**src/rtl/cb_pkg.sv**
```systemverilog
`timescale 1ns/1ps
package cb_pkg;
  // Fixed slot positions inside a frame; the receivers decode by cycle.
  localparam int REQ_CYC       = 0;
  localparam int ROUTE_CYC     = 1;
  localparam int HDR_CYC       = 2;
  localparam int FIRST_PAY_CYC = 3;

  // Header word, most significant field first.
  typedef struct packed {
    logic [11:0] vpi;
    logic [15:0] vci;
    logic [2:0]  pti;
    logic        clp;
  } cell_hdr_t;
endpackage

```
**src/rtl/cb_frame_ctr.sv**
```systemverilog
`timescale 1ns/1ps
module cb_frame_ctr #(
  parameter  int FRAME_LEN = 16,
  localparam int CYC_W     = $clog2(FRAME_LEN)
) (
  input  logic             clk,
  input  logic             rst_n,
  input  logic             start_i,
  output logic [CYC_W-1:0] cyc_o,
  output logic [CYC_W-1:0] cyc_nxt_o
);
  localparam logic [CYC_W-1:0] LAST_CYC = CYC_W'(FRAME_LEN - 1);

  logic [CYC_W-1:0] cyc_q;
  logic [CYC_W-1:0] cyc_d;

  always_comb begin
    if (start_i)
      cyc_d = '0;
    else if (cyc_q == LAST_CYC)
      cyc_d = '0;
    else
      cyc_d = cyc_q + CYC_W'(1);
  end

  always_ff @(posedge clk or negedge rst_n) begin
    if (!rst_n) cyc_q <= '0;
    else        cyc_q <= cyc_d;
  end

  assign cyc_o     = cyc_q;
  assign cyc_nxt_o = cyc_d;
endmodule

```
**src/rtl/cb_hdr_pack.sv**
```systemverilog
`timescale 1ns/1ps
module cb_hdr_pack
  import cb_pkg::*;
#(
  parameter int BUS_W = 32
) (
  input  logic [11:0]      vpi_i,
  input  logic [15:0]      vci_i,
  input  logic [2:0]       pti_i,
  input  logic             clp_i,
  output logic [BUS_W-1:0] word_o
);
  cell_hdr_t hdr;

  always_comb begin
    hdr.vpi = vpi_i;
    hdr.vci = vci_i;
    hdr.pti = pti_i;
    hdr.clp = clp_i;
  end

  generate
    if (BUS_W > $bits(cell_hdr_t)) begin : g_pad
      assign word_o = {{(BUS_W - $bits(cell_hdr_t)){1'b0}}, hdr};
    end else begin : g_exact
      assign word_o = hdr;
    end
  endgenerate
endmodule

```
**src/rtl/cb_tx_ctrl.sv**
```systemverilog
`timescale 1ns/1ps
module cb_tx_ctrl
  import cb_pkg::*;
#(
  parameter  int NUM_DEV   = 16,
  parameter  int FRAME_LEN = 16,
  localparam int ID_W      = $clog2(NUM_DEV),
  localparam int CYC_W     = $clog2(FRAME_LEN)
) (
  input  logic               clk,
  input  logic               rst_n,
  input  logic [CYC_W-1:0]   cyc_i,
  input  logic [CYC_W-1:0]   cyc_nxt_i,
  input  logic [ID_W-1:0]    dev_id_i,
  input  logic               cell_valid_i,
  input  logic               grant_valid_i,
  input  logic [ID_W-1:0]    grant_id_i,
  output logic [NUM_DEV-1:0] req_o,
  output logic               done_o,
  output logic               drive_nxt_o
);
  localparam logic [CYC_W-1:0] C_REQ  = CYC_W'(REQ_CYC);
  localparam logic [CYC_W-1:0] C_LAST = CYC_W'(FRAME_LEN - 1);

  logic [NUM_DEV-1:0] own_line;
  logic [NUM_DEV-1:0] req_q, req_d;
  logic               tx_q, tx_d;
  logic               asked_q, asked_d;
  logic               done_q, done_d;
  logic               wrap, grant_hit;

  generate
    for (genvar i = 0; i < NUM_DEV; i++) begin : g_line
      assign own_line[i] = (dev_id_i == ID_W'(i));
    end
  endgenerate

  always_comb begin
    wrap      = (cyc_nxt_i == C_REQ);
    grant_hit = grant_valid_i && (grant_id_i == dev_id_i) && asked_q
                && (cyc_i == C_LAST);
    done_d    = wrap && tx_q && (cyc_i == C_LAST);
    tx_d      = wrap ? grant_hit : tx_q;
    req_d     = (wrap && cell_valid_i && !grant_hit && !done_d) ? own_line : '0;
    asked_d   = wrap ? (|req_d) : asked_q;
  end

  always_ff @(posedge clk or negedge rst_n) begin
    if (!rst_n) begin
      req_q   <= '0;
      tx_q    <= 1'b0;
      asked_q <= 1'b0;
      done_q  <= 1'b0;
    end else begin
      req_q   <= req_d;
      tx_q    <= tx_d;
      asked_q <= asked_d;
      done_q  <= done_d;
    end
  end

  assign req_o       = req_q;
  assign done_o      = done_q;
  assign drive_nxt_o = tx_d && (cyc_nxt_i != C_REQ);
endmodule

```
**src/rtl/cb_tx_dp.sv**
```systemverilog
`timescale 1ns/1ps
module cb_tx_dp
  import cb_pkg::*;
#(
  parameter  int BUS_W     = 32,
  parameter  int FRAME_LEN = 16,
  parameter  int PAY_WORDS = 12,
  localparam int CYC_W     = $clog2(FRAME_LEN),
  localparam int IDX_W     = $clog2(PAY_WORDS)
) (
  input  logic             clk,
  input  logic             rst_n,
  input  logic [CYC_W-1:0] cyc_i,
  input  logic [CYC_W-1:0] cyc_nxt_i,
  input  logic             drive_nxt_i,
  input  logic [BUS_W-1:0] route_i,
  input  logic [BUS_W-1:0] hdr_word_i,
  input  logic [BUS_W-1:0] pay_data_i,
  output logic [IDX_W-1:0] pay_idx_o,
  output logic [BUS_W-1:0] bus_data_o,
  output logic             bus_oe_o
);
  localparam int PAY_HI_CYC = FIRST_PAY_CYC + PAY_WORDS - 1;
  localparam logic [CYC_W-1:0] C_ROUTE = CYC_W'(ROUTE_CYC);
  localparam logic [CYC_W-1:0] C_HDR   = CYC_W'(HDR_CYC);
  localparam logic [CYC_W-1:0] C_PLO   = CYC_W'(FIRST_PAY_CYC);
  localparam logic [CYC_W-1:0] C_PHI   = CYC_W'(PAY_HI_CYC);
  localparam logic [CYC_W-1:0] C_PAR   = CYC_W'(FRAME_LEN - 1);
  localparam logic [CYC_W-1:0] C_RLO   = CYC_W'(FIRST_PAY_CYC - 1);
  localparam logic [CYC_W-1:0] C_RHI   = CYC_W'(PAY_HI_CYC - 1);

  logic [BUS_W-1:0] word_nxt;
  logic [BUS_W-1:0] data_q, data_d;
  logic [BUS_W-1:0] par_q, par_d;
  logic             oe_q;
  logic             par_en, par_seed, par_fold;

  // Payload read address runs one cycle ahead of the bus word.
  always_comb begin
    if (cyc_i >= C_RLO && cyc_i <= C_RHI)
      pay_idx_o = IDX_W'(cyc_i - C_RLO);
    else
      pay_idx_o = '0;
  end

  always_comb begin
    word_nxt = '0;
    par_seed = 1'b0;
    par_fold = 1'b0;
    if (cyc_nxt_i == C_ROUTE) begin
      word_nxt = route_i;
      par_seed = 1'b1;
    end else if (cyc_nxt_i == C_HDR) begin
      word_nxt = hdr_word_i;
      par_fold = 1'b1;
    end else if (cyc_nxt_i >= C_PLO && cyc_nxt_i <= C_PHI) begin
      word_nxt = pay_data_i;
      par_fold = 1'b1;
    end else if (cyc_nxt_i == C_PAR) begin
      word_nxt = par_q;
    end
  end

  always_comb begin
    par_en = drive_nxt_i && (par_seed || par_fold);
    par_d  = par_seed ? word_nxt : (par_q ^ word_nxt);
    data_d = drive_nxt_i ? word_nxt : '0;
  end

  always_ff @(posedge clk or negedge rst_n) begin
    if (!rst_n) begin
      data_q <= '0;
      oe_q   <= 1'b0;
    end else begin
      data_q <= data_d;
      oe_q   <= drive_nxt_i;
    end
  end

  always_ff @(posedge clk or negedge rst_n) begin
    if (!rst_n)      par_q <= '0;
    else if (par_en) par_q <= par_d;
  end

  assign bus_data_o = data_q;
  assign bus_oe_o   = oe_q;
endmodule

```
**src/rtl/cellbus_tx.sv**
```systemverilog
`timescale 1ns/1ps
module cellbus_tx #(
  parameter  int BUS_W     = 32,
  parameter  int NUM_DEV   = 16,
  parameter  int FRAME_LEN = 16,
  parameter  int PAY_WORDS = 12,
  localparam int ID_W      = $clog2(NUM_DEV),
  localparam int CYC_W     = $clog2(FRAME_LEN),
  localparam int IDX_W     = $clog2(PAY_WORDS)
) (
  input  logic               clk,
  input  logic               rst_n,
  input  logic               frame_start_i,
  input  logic [ID_W-1:0]    dev_id_i,
  input  logic               cell_valid_i,
  input  logic [BUS_W-1:0]   route_i,
  input  logic [11:0]        vpi_i,
  input  logic [15:0]        vci_i,
  input  logic [2:0]         pti_i,
  input  logic               clp_i,
  output logic [IDX_W-1:0]   pay_idx_o,
  input  logic [BUS_W-1:0]   pay_data_i,
  input  logic               grant_valid_i,
  input  logic [ID_W-1:0]    grant_id_i,
  output logic [NUM_DEV-1:0] req_o,
  output logic [BUS_W-1:0]   bus_data_o,
  output logic               bus_oe_o,
  output logic               cell_done_o,
  output logic [CYC_W-1:0]   cyc_o
);
  logic [CYC_W-1:0] cyc_cur, cyc_nxt;
  logic [BUS_W-1:0] hdr_word;
  logic             drive_nxt;

  cb_frame_ctr #(.FRAME_LEN(FRAME_LEN)) u_ctr (
    .clk       (clk),
    .rst_n     (rst_n),
    .start_i   (frame_start_i),
    .cyc_o     (cyc_cur),
    .cyc_nxt_o (cyc_nxt)
  );

  cb_hdr_pack #(.BUS_W(BUS_W)) u_hdr (
    .vpi_i  (vpi_i),
    .vci_i  (vci_i),
    .pti_i  (pti_i),
    .clp_i  (clp_i),
    .word_o (hdr_word)
  );

  cb_tx_ctrl #(.NUM_DEV(NUM_DEV), .FRAME_LEN(FRAME_LEN)) u_ctrl (
    .clk           (clk),
    .rst_n         (rst_n),
    .cyc_i         (cyc_cur),
    .cyc_nxt_i     (cyc_nxt),
    .dev_id_i      (dev_id_i),
    .cell_valid_i  (cell_valid_i),
    .grant_valid_i (grant_valid_i),
    .grant_id_i    (grant_id_i),
    .req_o         (req_o),
    .done_o        (cell_done_o),
    .drive_nxt_o   (drive_nxt)
  );

  cb_tx_dp #(.BUS_W(BUS_W), .FRAME_LEN(FRAME_LEN), .PAY_WORDS(PAY_WORDS)) u_dp (
    .clk         (clk),
    .rst_n       (rst_n),
    .cyc_i       (cyc_cur),
    .cyc_nxt_i   (cyc_nxt),
    .drive_nxt_i (drive_nxt),
    .route_i     (route_i),
    .hdr_word_i  (hdr_word),
    .pay_data_i  (pay_data_i),
    .pay_idx_o   (pay_idx_o),
    .bus_data_o  (bus_data_o),
    .bus_oe_o    (bus_oe_o)
  );

  assign cyc_o = cyc_cur;
endmodule

```
**config.mk**
```make
export PLATFORM = sky130hd
export DESIGN_NAME = cellbus_tx
export DESIGN_NICKNAME = d
export VERILOG_FILES = /design/src/rtl/cb_pkg.sv /design/src/rtl/cb_frame_ctr.sv /design/src/rtl/cb_hdr_pack.sv /design/src/rtl/cb_tx_ctrl.sv /design/src/rtl/cb_tx_dp.sv /design/src/rtl/cellbus_tx.sv
export SDC_FILE = /design/constraint.sdc
export NUM_CORES = 1
export LEC_CHECK = 0
export ABC_AREA = 1
export BUFFER_PORTS_ARGS = -buffer_cell sky130_fd_sc_hd__buf_4
export CORE_MARGIN = 8
export CORE_UTILIZATION = 47
export CTS_CLUSTER_SIZE = 25
export DETAILED_ROUTE_END_ITERATION = 12
export GPL_TIMING_DRIVEN = 0
export PLACE_DENSITY_LB_ADDON = 0.25
export SLEW_MARGIN = 20
export SYNTH_ARGS = -nofsm -noshare
export SYNTH_HDL_FRONTEND = slang
export SYNTH_SLANG_ARGS = --single-unit
```
**constraint.sdc**
```tcl
create_clock -name clk -period 1.9 [get_ports clk]
set_clock_uncertainty 0.1 [all_clocks]
set_input_delay 0.285 -clock clk [delete_from_list [all_inputs] [get_ports clk]]
set_output_delay 0.285 -clock clk [all_outputs]
set_load 0.02 [all_outputs]
```
# Word level (Yosys, flattened, before mapping)
# Index checks and enable logic that the tools add are counted.
# classes
addsub	2
magnitude_cmp	4
n_eq_ne	20
mux	15
n_bitwise	1
reduce_logical	19
# op_table
operator	count
32-bit 2-to-1 mux	6
4-bit equality test, second input constant	10
32-bit bitwise XOR	1
4-bit by 3-bit equality test with 1-bit output, second input constant	4
16-bit 2-to-1 mux	1
16-bit OR reduction	1
4-bit by 2-bit equality test with 1-bit output, second input constant	3
1-bit logical AND	12
4-bit 2-to-1 mux	3
4-bit by 1-bit equality test with 1-bit output, second input constant	2
4-bit by 2-bit >= comparator with 1-bit output, second input constant	2
4-bit less-or-equal comparator, second input constant	2
4-bit zero test	2
1-bit 2-to-1 mux	5
4-bit by 1-bit adder with 4-bit output, second input constant	1
4-bit equality test	1
4-bit nonzero test	1
4-bit by 2-bit subtractor with 4-bit output, second input constant	1
1-bit zero test	2
1-bit logical OR	1
# totals
reg_bits	88
in_bits	109
output_inout_bits	58
word_cells	69

# Longest topological paths before layout
# Gate-level depths: netlist of run 1.
# logic_depth
ltp_word	10
depth_mapped	15
mapped_depth_nobuf	13

# Cells and area by module
# A second synthesis of run 1 with hierarchy kept.
# hier_totals
hier_cells	797
hier_area_um2	5383.9
# modules_own_cells
mod	n_inst	cells_per_inst	area_per_inst_um2	seq_area_each_um2
cb_tx_dp	1	640	4136.5	1626.6
cb_tx_ctrl	1	104	829.5	475.5
cb_hdr_pack	1	32	240.2	0.0
cb_frame_ctr	1	21	177.7	100.1

# Worst setup path before layout of run 1
# No wires, ideal clock.
# synth_timing
kind	reg2reg
from	register u_ctr.cyc_q[0], in the netlist u_ctr.cyc_o[0]
to	register u_dp.par_q[10]
setup_time_ns	0.116
t_arrival_ns	1.970
required_time_ns	1.684
setup_slack_ns	-0.287
path_stages_with_launch	13
n_path_buf	1
period_less_slack_ns	2.187
path_cell_list	dfrtp_1 > inv_1 > ha_1 > inv_2 > nor2_2 > inv_2 > nand2_2 > nand2_1 > a21oi_2 > buf_4 > nand2_1 > nand2_1 > nand2_1
# synth_via
elab_chain_len	10
elab_cells_between_ends	27
cone_classes	add/sub: 1; order compare: 2; eq/ne: 4; mux: 12; bitwise: 1; reduce/logical: 7
# synth_rtl
item	line	text
start, declared	cb_frame_ctr.sv:14	logic [CYC_W-1:0] cyc_q;
start signal, assigned	cb_frame_ctr.sv:28	else cyc_q <= cyc_d;
4-bit by 1-bit adder with 4-bit output / 4-bit equality test (equally long branches)	cb_frame_ctr.sv:23, cb_frame_ctr.sv:20, cb_tx_ctrl.sv:41	
4-bit 2-to-1 mux	cb_frame_ctr.sv:20	else if (cyc_q == LAST_CYC)
4-bit 2-to-1 mux	cb_frame_ctr.sv:18	if (start_i)
4-bit by 2-bit >= comparator with 1-bit output (tied with other cells)	cb_tx_dp.sv:56	end else if (cyc_nxt_i >= C_PLO && cyc_nxt_i <= C_PHI) begin
1-bit logical AND / 32-bit 2-to-1 mux (equally long branches)	cb_tx_dp.sv:56, cb_tx_dp.sv:59	
32-bit 2-to-1 mux / 1-bit 2-to-1 mux (equally long branches)	cb_tx_dp.sv:56	
32-bit 2-to-1 mux / 1-bit 2-to-1 mux (equally long branches)	cb_tx_dp.sv:53	end else if (cyc_nxt_i == C_HDR) begin
32-bit 2-to-1 mux / 1-bit 2-to-1 mux (equally long branches)	cb_tx_dp.sv:50	if (cyc_nxt_i == C_ROUTE) begin
32-bit bitwise XOR / 1-bit logical OR (equally long branches)	cb_tx_dp.sv:66, cb_tx_dp.sv:65	
32-bit 2-to-1 mux / 1-bit logical AND (equally long branches)	cb_tx_dp.sv:66, cb_tx_dp.sv:65	
end signal, assigned	cb_tx_dp.sv:82	else if (par_en) par_q <= par_d;
end, declared	cb_tx_dp.sv:34	logic [BUS_W-1:0] par_q, par_d;
# Parallel ways exist; a longest one is shown, timed or not.
# A chain may end at the register's enable or synchronous reset.

# Worst setup path in the final report of run 1
# layout_timing
from	register u_ctr.cyc_q[1], in the netlist u_ctr.cyc_o[1]
to	register u_dp.par_q[20]
# The elaborated chain is that of the path after synthesis.

==> impl_metrics.json, run 1 <==
{
  "die_w_um": 125,
  "grt_pass1_wl_um": 29500,
  "hp-class": "in -> reg",
  "worstSetupPathType": "reg -> reg",
  "required_ns": 2.04,
  "setup_violations": 85,
  "pwr-share-clk_pct": 36.6,
  "p_int_mw": 3.53,
  "ys_types": 28,
  "layout_common_cells": "206 x buf_4, 200 x nand2_1, 92 x nand3_1",
  "io_buffers": 166,
  "syn_inst": 745,
  "clkTransAtPathRegs_ns": 0.07,
  "hold_violations": 0,
  "rows": 39,
  "wl_per_cell_um": 16.8,
  "drt_iter0_drc": 505,
  "cts_tree": "done",
  "min_from": "frame_start_i",
  "violations": "negative setup slack",
  "syn-num-nets": 860,
  "clock.fmax_ghz": 0.455,
  "final_cells": 1114,
  "numPlacedInstances": 1055,
  "combPwrFrac_pct": 25.7,
  "netlist_area_mm2": 0.00554,
  "grt_use_total_pct": 23.0,
  "worstHoldEndpoint": "u_ctr.cyc_o[1]",
  "crit_path_start_kind": "flop",
  "fin_ws_ns": -0.299,
  "grt_overflow": 0,
  "place_area_mm2": 0.00708,
  "leakage_nw": 4.60,
  "fin_crit_ns": 2.20,
  "outcome": "finished, violations left",
  "grt_pass1_vias": 5955,
  "seqPwrFrac_pct": 37.7,
  "numCtsBuffers": 9,
  "fp.coreArea_mm2": 0.0115,
  "cts_num_sinks": 88,
  "drt_wl_total_um": 18700,
  "grt_max_degree": 56,
  "power.density_mw_per_mm2": 611,
  "vias": 5882,
  "r2r_start": "u_ctr.cyc_o[1]",
  "utilization_pct": 72.0,
  "seq_area_frac_synth_pct": 39.8,
  "detail-route-antenna-nets": 0,
  "drtPass1Iterations": 5,
  "place.gp.congestion": 0.861,
  "fin_tns_setup_ns": -17.99,
  "syn2layout_area_growth_pct": 49.3,
  "tightest_slew_ns": 0.454,
  "rsz0062_at_grt": "yes",
  "min_period_over_period_pct": 116,
  "cp_max_fo": 10,
  "peakVddDrop_uv": 558,
  "hold_depth": 2,
  "drive_gt1_share_pct": 39.2,
  "critPathArrivalTime_ns": 2.34,
  "maxCapViolCount": 0,
  "ys_ff_latch": 88,
  "initial_utilization_pct": 48.3,
  "drc": 0,
  "timing.rr.end": "u_dp.par_q[20]",
  "cts-root-buf": "clkbuf_16",
  "insertion_delay_ns": 0.35,
  "routed_via_density": 5.28,
  "switching_share_pct": 30.1,
  "diodes": 0,
  "report.final.slew_viol_count": 0,
  "grt_antenna_before_repair": 0,
  "final_common_cell": "buf_4",
  "cts_max_level": 3,
  "max-slew-margin-rel_pct": 69.7,
  "die-height_um": 125,
  "syn_avg_cell_area_um2": 7.43,
  "io_pins": 167,
  "detailed_place_hpwl_um": 12500,
  "regToRegSetupSlack_ns": -0.30,
  "ys_warn_count": 0,
  "nets": 1081,
  "design_area_mm2": 0.00826,
  "p_switching_mw": 1.52,
  "die_area_mm2": 0.0155,
  "r2r_cells": 13,
  "cp-end-kind": "flop",
  "cts_max_path_buffers": 2
}
[cells by family after synthesis]
kind of cell	after synthesis	share of synthesized area, %
DFF	88	39.8
AOI/OAI and AO/OA	8	0.881
and+or+nand+nor	518	47.5
xor gates and xnor gates	2	0.317
adders and majority gates	6	1.36
buffers and inverters	123	10.2
[routing by layer]
metal / wire [um] / global-route usage [%]
met5: 0 / 0
met4: 400 / 7.51
met3: 1140 / 5.11
met2: 9030 / 37.8
met1: 8120 / 29.3
[power by group through the flow]
stage | Sequential (mW) | Clock, mW | Combinational [mW]
6_report | 1.90 | 1.85 | 1.30
5_1_grt | 1.90 | 1.94 | 1.41
4_1_cts | 1.90 | 1.87 | 1.22
3_5_place_dp | 1.94 | 0 | 1.06
3_3_place_gp | 1.94 | 0 | 1.04
2_1_floorplan | 1.95 | 0 | 0.621
[flip-flops by register name (all words and copies together), names as in the netlist, named ones only]
register / cells
u_dp.bus_oe_o: 1
u_ctrl.req_o: 16
u_ctrl.asked_q: 1
u_dp.bus_data_o: 32
u_ctr.cyc_o: 4
u_ctrl.done_o: 1
u_dp.par_q: 32
[how the worst max path moves through the flow]
stage,from,end,slack (ns),depth (start not counted)
after global placement,u_ctr.cyc_o[1],u_dp.bus_data_o[0],-0.43,10
final,u_ctr.cyc_o[1],u_dp.par_q[20],-0.30,13
after global routing,u_ctr.cyc_o[1],u_dp.par_q[31],-0.39,13
after detailed placement,u_ctr.cyc_o[1],u_dp.bus_data_o[5],-0.44,10
after CTS,u_ctr.cyc_o[1],u_dp.par_q[12],-0.20,13
after floorplan,u_ctr.cyc_o[1],u_dp.par_q[12],-0.09,12
[final cells by class]
cell class | count | area, um^2
plain buffers | 38 | 433
clock buffers | 10 | 239
clock inverters | 6 | 68.8
fillers | 877 | 3210
inverters | 83 | 319
multi-input cells | 534 | 3060
flip-flops and latches | 88 | 2210
well taps | 143 | 179
repair buffers | 212 | 1760
[synth_stat cells]
cell type,number,area share (%)
nor2_1,62,4.2
nand2_2,5,0.57
nand4_1,65,7.3
and2_1,32,3.6
nor2_4,1,0.20
nand3_4,2,0.63
buf_8,1,0.27
nand2_1,210,14
inv_1,61,4.1
nor2_8,2,0.72
o41ai_1,1,0.16
o22ai_1,1,0.11
ha_1,6,1.4
xor2_1,1,0.16
o21ai_1,1,0.090
a21oi_1,1,0.090
nand3_1,100,9.0
xnor2_1,1,0.16
buf_6,7,1.4
clkbuf_1,12,0.81
o21ai_0,3,0.27
a21oi_2,1,0.16
buf_4,5,0.68
buf_2,15,1.4
dfrtp_1,88,40
nor2_2,2,0.23
nand3_2,37,6.7
inv_2,22,1.5
[timing repair]
item                                    CTS  global route
cloned                                    3             2
hold buffers                              1             0
pin swaps                                22             9
resized for setup                        76            41
endpoints found under the setup margin   80            87
setup buffers                            34             6
hold endpoints to repair                 33             0
[worst max-delay path, stage by stage (launching register included)]
cell and delay [ns]:
dfrtp_2 0.47, ha_4 0.21, nand3_4 0.09, nand2_4 0.08
nor2_8 0.16, nor2_8 0.09, nand3_4 0.12, nand2_8 0.08
a21oi_4 0.18, buf_12 0.16, buf_12 0.13, nand2_1 0.05
nand2_1 0.06, nand2_1 0.07
[through the flow]
stage	worst slack [ns]	hold slack, ns	power [mW]
floorplan	-0.0875	-0.111	2.57
global placement	-0.426	0.372	2.98
detailed placement	-0.440	0.167	3.00
CTS	-0.202	0.0115	4.99
global route	-0.391	0.0191	5.25
finish	-0.299	0.0251	5.05
Power figures use the tool's default switching activity.
==> run 2: changes to the inputs <==
- CTS_BUF_LIST: not set -> sky130_fd_sc_hd__clkbuf_16
==> run 2 against run 1 <==
Net effect: the flow still finishes with violations (negative setup slack); routed wire length grew 1.0%; non-clock buffer count grew 4; first-iteration DRC count shrank 0.40%; critical path depth is the same; global-route usage is essentially flat; clock power shrank 3%; total power is essentially flat; hold slack gained 0.0094 ns; sequential power is essentially flat.
==> impl_metrics.json, run 2 (same netlist as run 1, synthesis figures left out) <==
{
  "hold_violations": 0,
  "regToRegSetupSlack_ns": -0.27,
  "io_pins": 167,
  "utilization_pct": 73.3,
  "required_ns": 2.03,
  "grt_pass1_vias": 5935,
  "timing.rr.end": "u_dp.par_q[20]",
  "drtPass1Iterations": 5,
  "numCtsBuffers": 9,
  "die_w_um": 125,
  "cts-root-buf": "clkbuf_16",
  "switching_share_pct": 30.3,
  "grt_antenna_before_repair": 0,
  "grtUsageMet3_pct": 4.55,
  "cp-end-kind": "flop",
  "violations": "negative setup slack",
  "cp_cell_sequence": "inv_2 -> ha_4 -> inv_2 -> nor2_4 -> nand2_1 -> inv_2 -> o21ai_4 -> a21oi_4 -> buf_12 -> buf_12 -> nand2_1 -> nand2_1 -> nand2_1",
  "grt_overflow": 0,
  "fin_ws_ns": -0.269,
  "cts_num_sinks": 88,
  "initial_utilization_pct": 48.3,
  "detail-route-antenna-nets": 0,
  "place.gp.congestion": 0.861,
  "r2r_cells": 13,
  "place_area_mm2": 0.00708,
  "die_area_mm2": 0.0155,
  "vias": 5963,
  "drt_wl_total_um": 18900,
  "cts_max_level": 3,
  "insertion_delay_ns": 0.35,
  "clkTransAtPathRegs_ns": 0.07,
  "rsz0062_at_grt": "yes",
  "final_common_cell": "buf_4",
  "drt_iter0_drc": 503,
  "min_from": "frame_start_i",
  "peakVddDrop_uv": 565,
  "cts_tree": "done",
  "hold_ws_ns": 0.0344,
  "nets": 1085,
  "grt_max_degree": 56,
  "critPathArrivalTime_ns": 2.30,
  "clock.fmax_ghz": 0.461,
  "setup_violations": 84,
  "fin_crit_ns": 2.17,
  "grt-busiest-layer": "met2",
  "pwr-share-clk_pct": 35.6,
  "grt_pass1_wl_um": 29500,
  "slowest_stage": "dfrtp_2",
  "max-slew-margin-rel_pct": 69.7,
  "power.density_mw_per_mm2": 600,
  "drc": 0,
  "maxCapViolCount": 0,
  "startpoint": "u_ctr.cyc_o[1]",
  "combPwrFrac_pct": 26.7,
  "syn2layout_area_growth_pct": 51.8,
  "die-height_um": 125,
  "design_area_mm2": 0.00840,
  "fin_tns_setup_ns": -15.72,
  "wl_per_cell_um": 16.9,
  "outcome": "finished, violations left",
  "p_switching_mw": 1.53,
  "report.final.slew_viol_count": 0,
  "path_depth": 13,
  "worstSetupPathType": "reg -> reg",
  "crit_top_cell": "nand2_1",
  "cp_max_fo": 10,
  "fp.coreArea_mm2": 0.0115,
  "place_ws_ns": -0.440,
  "use_met2_pct": 37.7,
  "worst-path-buf-inv": 5,
  "diodes": 0,
  "max_stage_delay_ns": 0.44,
  "layout_common_cells": "208 x buf_4, 196 x nand2_1, 85 x nand3_1, 85 x dfrtp_1, 65 x nand4_1",
  "hp-class": "in -> reg",
  "min_period_over_period_pct": 114,
  "r2r_start": "u_ctr.cyc_o[1]",
  "endpoint": "u_dp.par_q[20]",
  "drive_gt1_share_pct": 40.4,
  "fill_cells": 858,
  "io_buffers": 166,
  "tightest_slew_ns": 0.454,
  "detailed_place_hpwl_um": 12500,
  "grt_use_met1_pct": 29.5,
  "routed_via_density": 5.33,
  "leakage_nw": 4.66,
  "rows": 39,
  "path_delay_family": "buffers and inverters",
  "cts_max_path_buffers": 2,
  "seqPwrFrac_pct": 37.7,
  "grt_use_total_pct": 23.0,
  "crit_path_start_kind": "flop",
  "p_int_mw": 3.51
}
-- run 2: layout make-up --
type / instances / area [um^2] / area share, %
inverter: 83 / 322 / 3.83
buffer: 38 / 472 / 5.61
timing repair buffer: 216 / 1810 / 21.5
clock buffer: 9 / 225 / 2.68
tap: 143 / 179 / 2.13
clock inverter: 7 / 72.6 / 0.863
multi-input combinational: 534 / 3120 / 37.2
sequential: 88 / 2210 / 26.2
-- run 2: worst min path at each step --
stage	end	slack, ns	cells past startpoint
global placement	u_ctrl.asked_q	0.37	2
detailed placement	u_ctrl.req_o[3]	0.17	1
floorplan	asynchronous set/reset pin	-0.11	0
finish	u_ctr.cyc_o[1]	0.03	2
CTS	u_ctr.cyc_o[1]	0.01	2
global route	u_ctr.cyc_o[1]	0.02	2
-- run 2: through the flow --
step | total power [mW] | std cells
floorplan | 2.57 | 745
global placement | 2.98 | 1054
detailed placement | 3.00 | 1055
CTS | 4.95 | 1108
global route | 5.26 | 1118
finish | 5.04 | 1118
-- run 2: what timing repair did --
action,in CTS,in global routing
hold endpoints to repair,33,0
cloned,3,3
resized for setup,76,65
hold buffers,1,0
pin swaps,22,13
setup buffers,34,9
setup endpoints to repair,80,87
-- run 2: power groups by stage --
stage / sequential [mW] / combinational [mW] / clock (mW)
CTS: 1.90 / 1.22 / 1.83
global route: 1.90 / 1.45 / 1.90
floorplan: 1.95 / 0.621 / 0
global placement: 1.94 / 1.04 / 0
detailed placement: 1.94 / 1.06 / 0
finish: 1.90 / 1.34 / 1.80
-- run 2: layer usage --
layer  part of all wire [%]  vias up
li1                       -     2879
met1                     43     2776
met2                     48      282
met3                    7.2       26
met4                    1.5        0
met5                      0        -
